### config.mk
export PLATFORM = sky130hd
export DESIGN_NAME = pix_region_buf
export DESIGN_NICKNAME = d
export VERILOG_FILES = /design/src/rtl/pix_region_buf.sv
export SDC_FILE = /design/constraint.sdc
export NUM_CORES = 1
export LEC_CHECK = 0
export ABC_AREA = 1
export BUFFER_PORTS_ARGS = -buffer_cell sky130_fd_sc_hd__clkbuf_2
export CELL_PAD_IN_SITES_DETAIL_PLACEMENT = 0
export CELL_PAD_IN_SITES_GLOBAL_PLACEMENT = 1
export CORE_MARGIN = 1.5
export CORE_UTILIZATION = 43
export CTS_CLUSTER_SIZE = 12
export DETAILED_ROUTE_END_ITERATION = 10
export PLACE_DENSITY = 0.85
export REMOVE_ABC_BUFFERS = 1
export SKIP_CTS_REPAIR_TIMING = 1
export SYNTH_ARGS = -nofsm -noshare
export SYNTH_HDL_FRONTEND = slang
export SYNTH_SLANG_ARGS = --single-unit
### constraint.sdc
create_clock -name clk -period 1.8 [get_ports clk]
set_input_delay 0.18 -clock clk [delete_from_list [all_inputs] [get_ports clk]]
set_output_delay 0.18 -clock clk [all_outputs]
set_load 0.02 [all_outputs]
### src/rtl/pix_region_buf.sv
module pix_region_buf #(
  parameter int NPIX = 4,
  parameter int NCNT = 5,
  parameter int TOTW = 4,
  parameter int LATW = 8,
  localparam int IDXW = (NCNT > 1) ? $clog2(NCNT) : 1
) (
  input  logic                 clk,
  input  logic                 rst_n,
  input  logic [LATW-1:0]      latency,
  input  logic [NPIX-1:0]      enable,
  input  logic [NPIX-1:0]      disc,
  input  logic [NPIX-1:0]      inject,
  input  logic                 trigger,
  output logic                 out_valid,
  input  logic                 out_ready,
  output logic [NPIX*TOTW-1:0] out_tot,
  output logic [IDXW-1:0]      out_idx,
  output logic                 overflow
);
  localparam logic [TOTW-1:0] TOTMAX = {TOTW{1'b1}};

  logic [NPIX-1:0] hit, hit_q, rise, fall, pv;
  logic [NCNT-1:0] busy, waitq, expire;
  logic [LATW-1:0] cnt [NCNT];
  logic [TOTW-1:0] slot_tot [NCNT][NPIX];
  logic [TOTW-1:0] tot [NPIX];
  logic [IDXW-1:0] pslot [NPIX];
  logic [IDXW-1:0] claim_idx, pick_idx;
  logic claim_ok, pick_ok, new_evt, load;

  assign hit     = (disc & enable) | inject;
  assign rise    = hit & ~hit_q;
  assign fall    = ~hit & hit_q;
  assign new_evt = |rise;

  always_comb begin
    claim_ok  = 1'b0;
    claim_idx = '0;
    pick_ok   = 1'b0;
    pick_idx  = '0;
    for (int i = NCNT - 1; i >= 0; i--) begin
      expire[i] = busy[i] & ~waitq[i] & (cnt[i] == '0);
      if (!busy[i]) begin
        claim_ok  = 1'b1;
        claim_idx = IDXW'(i);
      end
      if (waitq[i]) begin
        pick_ok  = 1'b1;
        pick_idx = IDXW'(i);
      end
    end
  end

  assign load = pick_ok & (~out_valid | out_ready);

  always_ff @(posedge clk) begin
    if (!rst_n) begin
      hit_q     <= '0;
      busy      <= '0;
      waitq     <= '0;
      pv        <= '0;
      overflow  <= 1'b0;
      out_valid <= 1'b0;
      out_idx   <= '0;
      out_tot   <= '0;
      for (int i = 0; i < NCNT; i++) begin
        cnt[i] <= '0;
        for (int p = 0; p < NPIX; p++) slot_tot[i][p] <= '0;
      end
      for (int p = 0; p < NPIX; p++) begin
        tot[p]   <= '0;
        pslot[p] <= '0;
      end
    end else begin
      hit_q <= hit;
      if (new_evt && !claim_ok) overflow <= 1'b1;

      for (int i = 0; i < NCNT; i++) begin
        if (busy[i] && !waitq[i]) begin
          if (cnt[i] == '0) begin
            if (trigger) waitq[i] <= 1'b1;
            else         busy[i]  <= 1'b0;
          end else begin
            cnt[i] <= cnt[i] - 1'b1;
          end
        end
        if (load && pick_idx == IDXW'(i)) begin
          busy[i]  <= 1'b0;
          waitq[i] <= 1'b0;
        end
        if (new_evt && claim_ok && claim_idx == IDXW'(i)) begin
          busy[i]  <= 1'b1;
          waitq[i] <= 1'b0;
          cnt[i]   <= latency;
          for (int p = 0; p < NPIX; p++) slot_tot[i][p] <= '0;
        end
      end

      for (int p = 0; p < NPIX; p++) begin
        if (rise[p])                        tot[p] <= 1;
        else if (hit[p] && tot[p] != TOTMAX) tot[p] <= tot[p] + 1'b1;
        if (pv[p] && fall[p]) begin
          slot_tot[pslot[p]][p] <= tot[p];
          pv[p] <= 1'b0;
        end
        if (pv[p] && expire[pslot[p]]) pv[p] <= 1'b0;
        if (rise[p] && claim_ok) begin
          pv[p]    <= 1'b1;
          pslot[p] <= claim_idx;
        end
      end

      if (load) begin
        out_valid <= 1'b1;
        out_idx   <= pick_idx;
        for (int p = 0; p < NPIX; p++) out_tot[p*TOTW +: TOTW] <= slot_tot[pick_idx][p];
      end else if (out_ready) begin
        out_valid <= 1'b0;
      end
    end
  end
endmodule

==> results.rst <==
.. list-table::
   :header-rows: 1

   * - Metric
     - Value
   * - Area share of the leading cell type in the synthesized netlist
     - 48.7%
   * - Number of CTS-inserted buffers
     - 24
   * - Insertion delay of the later-clocked pin in the worst-skew pair
     - about 520 ps
   * - # Max-Cap Violations
     - 0
   * - Number of antenna violations at the first check in global routing
     - 0
   * - Commonest register cell after synthesis
     - sky130_fd_sc_hd__edfxtp_1
   * - Pin count of the biggest net entering global routing
     - 34
   * - Number of distinct library cells after synthesis
     - 47
   * - Count of inserted antenna diode cells
     - 0
   * - First-pass GRT wire length
     - 43900 um
   * - Top cells by area, synth
     - sky130_fd_sc_hd__edfxtp_1, sky130_fd_sc_hd__nand2_1, sky130_fd_sc_hd__dfxtp_1, sky130_fd_sc_hd__nor2_1, sky130_fd_sc_hd__inv_1
   * - Dpl hpwl
     - just under 20000 um
   * - DRT iter0 DRCs
     - 569
   * - Period Utilization, post-route
     - 109%
   * - Number of cell instances on the worst register-to-register path
     - 13
   * - Leak pwr
     - 5.89 nW
   * - Clock skew after layout
     - 16.4 ps
   * - DR vias
     - between 8000 and 9000
   * - Nature of the critical path endpoint
     - flip-flop
   * - Largest stage delay, worst path
     - 400 ps
   * - Critical path, cell by cell
     - inv_2 > ha_4 > inv_2 > nor2_4 > nand2_2 > nor2_2 > nand2_1 > nand3_2 > nand2_2 > nor2_4 > buf_12 > nand2_8 > and2_4
   * - Most frequent cell after synthesis
     - sky130_fd_sc_hd__nand2_1
   * - Via count of the first global-routing pass
     - 8708
   * - F_max
     - 0.509 GHz
   * - Hold Fails Final Rpt
     - 0
   * - Worst flop-to-flop path endpoint
     - cnt[0][3]
   * - Post-Route WL
     - 28300 um
   * - Via count normalized by instance count
     - 5.13
   * - Die X-Extent
     - 163 um
   * - Arrival time of data at the critical path endpoint
     - 2230 ps
   * - Warnings, synthesis
     - 0
   * - Leading post-synthesis cells by instance count
     - sky130_fd_sc_hd__nand2_1, sky130_fd_sc_hd__nor2_1, sky130_fd_sc_hd__edfxtp_1, sky130_fd_sc_hd__inv_1, sky130_fd_sc_hd__nand3_1
   * - Worst Setup Path Type
     - reg2reg
   * - Dominant cell type by area after synthesis
     - sky130_fd_sc_hd__edfxtp_1
   * - Final core utilization
     - a little under three fifths
   * - Path type of the worst min-delay path
     - in2reg
   * - Number of levels the H-tree was split into
     - 1
   * - Wire per inst
     - 16.1 um
   * - Status
     - finished with violations
   * - Data required time at the worst endpoint
     - 2070 ps
   * - Max Transition Viols Final
     - 0
   * - Worst IR Drop VDD
     - approximately 900 uV
   * - Clock tree from TritonCTS
     - done
   * - Overall global routing resource usage
     - 21.2%
   * - Global route overflow
     - 0
   * - Post-synthesis cell area
     - 11000 um2
   * - Crit path launch
     - cnt[2][1]
   * - Overall die area
     - 26500 um2
   * - Violations in the final reports
     - setup timing
   * - Reg-to-reg startpoint
     - cnt[2][1]
   * - Clock slew at the register clock pins of the worst setup and hold paths
     - 60 ps
   * - Relative slew margins
     - just over 50%
   * - Weighted congestion at the end of routability-driven global placement
     - 0.837
   * - Transition time of the tightest slew-check pin
     - 720 ps
   * - Number of placed instances with taps included
     - 1682
   * - Area growth from synthesis to layout
     - 26.2%
   * - Num rows
     - 58
   * - Power density over the cells
     - 1290 nW/um2
   * - Synthesized netlist cell count
     - between 1000 and 1500
   * - Worst Setup Start Kind
     - flip-flop
   * - Worst slack at placement
     - -220 ps
   * - Die Ht
     - 163 um
   * - Core area
     - 25100 um2
   * - Depth of the worst hold-timing path
     - 3
   * - CP Max Fanout
     - 7
   * - Standard cell with the maximum stage delay on the critical path
     - sky130_fd_sc_hd__edfxtp_1
   * - Proportion of layout cells with a drive suffix above 1
     - about 25%
   * - Setup repair after global routing missed its margin
     - true
   * - Root buffer cell
     - sky130_fd_sc_hd__clkbuf_16
   * - Number of clock sinks seen by CTS
     - 217
   * - Final Net Count
     - 1439
   * - I/O pin cnt
     - 45
   * - Flip-flop and latch count after synthesis
     - 217
   * - Antenna violation net count after detailed routing
     - 0
   * - Final setup viols
     - 44
   * - Worst setup path endpoint
     - cnt[0][3]
   * - Share of async-settable or async-resettable flops after synthesis
     - 0%
   * - Count of flip-flops with a built-in enable after synthesis
     - 178
   * - Worst setup slack after layout
     - -165 ps
   * - Average cell area after synthesis
     - approximately 9.0 um2
   * - Sequential fraction of the synthesis area
     - 55.8%
   * - R2r setup slk
     - -170 ps
   * - Fin crit period
     - 1970 ps
   * - Longest Clk Path Bufs
     - 3
   * - Drc violations
     - 0
   * - Initial standard-cell utilization of the core
     - between 40% and 50%
   * - Count of port buffers added during placement
     - 44
   * - Detailed-routing iteration count for the pre-antenna-repair pass
     - 7
   * - Final non-filler cell total
     - 1753
cell type report:
| type | count | area, um2 |
|---|---|---|
| Sequential cell | 217 | 6130 |
| Multi-Input combinational cell | 844 | 4480 |
| Inverter | 131 | 505 |
| Clock buffer | 37 | 701 |
| Tap cell | 330 | 413 |
| Clock inverter | 7 | 86.3 |
| Timing Repair Buffer | 187 | 1540 |
| Fill cell | 2283 | 11200 |
how the worst min path moves through the flow:
stage | start | end | slack (ps)
2_1_floorplan | rst_n | out_tot[0] | 280
3_3_place_gp | latency[0] | cnt[4][0] | 470
3_5_place_dp | latency[1] | cnt[4][1] | 470
4_1_cts | inject[0] | hit_q[0] | -70
5_1_grt | latency[6] | cnt[4][6] | 50
6_report | latency[6] | cnt[4][6] | 20
layout by cell type, fill, tap and decap left out, drive strengths merged, types with 2 or more instances in the layout:
cell         netlist  final
o41ai              2      2
a21boi             5      5
nand4             13     13
a21oi             29     29
or2               17     17
o211ai            15     15
nor3              21     21
dfxtp             39     39
a22oi              9      9
bufinv             0      2
o21ai             70     70
nand3             93     93
a211oi             2      2
dlygate4sd3        0      8
nand2            280    283
clkbuf            10     82
clkinv             1      5
nor2             208    208
o31ai              2      2
buf               28    134
xnor2             13     13
ha                10     10
edfxtp           178    178
inv              130    129
clkinvlp           0      2
xor2              15     15
and2              20     20
nor3b              3      3
o22ai              9      9
flip-flops by register name, indices dropped and copies added, names as in the netlist:
name / flops
hit_q: 4
waitq: 5
out_idx: 3
pv: 4
out_tot: 16
out_valid: 1
busy: 5
slot_tot: 110
overflow: 1
cnt: 40
tot: 16
pslot: 12
critical path: cells and delay by family (launching register included):
kind,cells,cell delay [ps]
flip-flops,1,400
buffers and inverters,3,310
adder cells (fa/ha/maj),1,130
AND/OR/NAND/NOR,9,870
kinds of logic after synthesis:
family          share of synthesized area [%]
compound gates                           7.72
xor+xnor                                 2.23
fa+ha+maj                                1.14
buf+inv                                  6.34
flops                                    55.8
simple gates                             26.8
metrics by stage:
step	TNS, ps	hold slack (ps)	total power, mW	cell area [um2]
after floorplan	-17030	278	10.2	10800
after global placement	-7250	472	11.6	12400
after detailed placement	-10500	472	11.8	12400
after CTS	-11050	-73.1	16.7	13200
after global routing	-10070	54.8	18.9	13900
final	-5740	20.1	17.9	13900
per-layer routing:
layer | vias to the layer above | part of all wire [%] | global-route usage [%]
met5 | - | 0 | 0
met1 | 4252 | 41 | 26.2
met4 | 0 | 2.7 | 6.71
met2 | 223 | 51 | 38.5
met3 | 54 | 4.5 | 2.37
li1 | 4456 | - | -
power by group:
group / switching, mW / internal (mW)
Combinational: 3.19 / 2.78
Clock: 1.97 / 2.96
Sequential: 0.443 / 6.58
No activity file was read; power rests on OpenSTA's default activity.
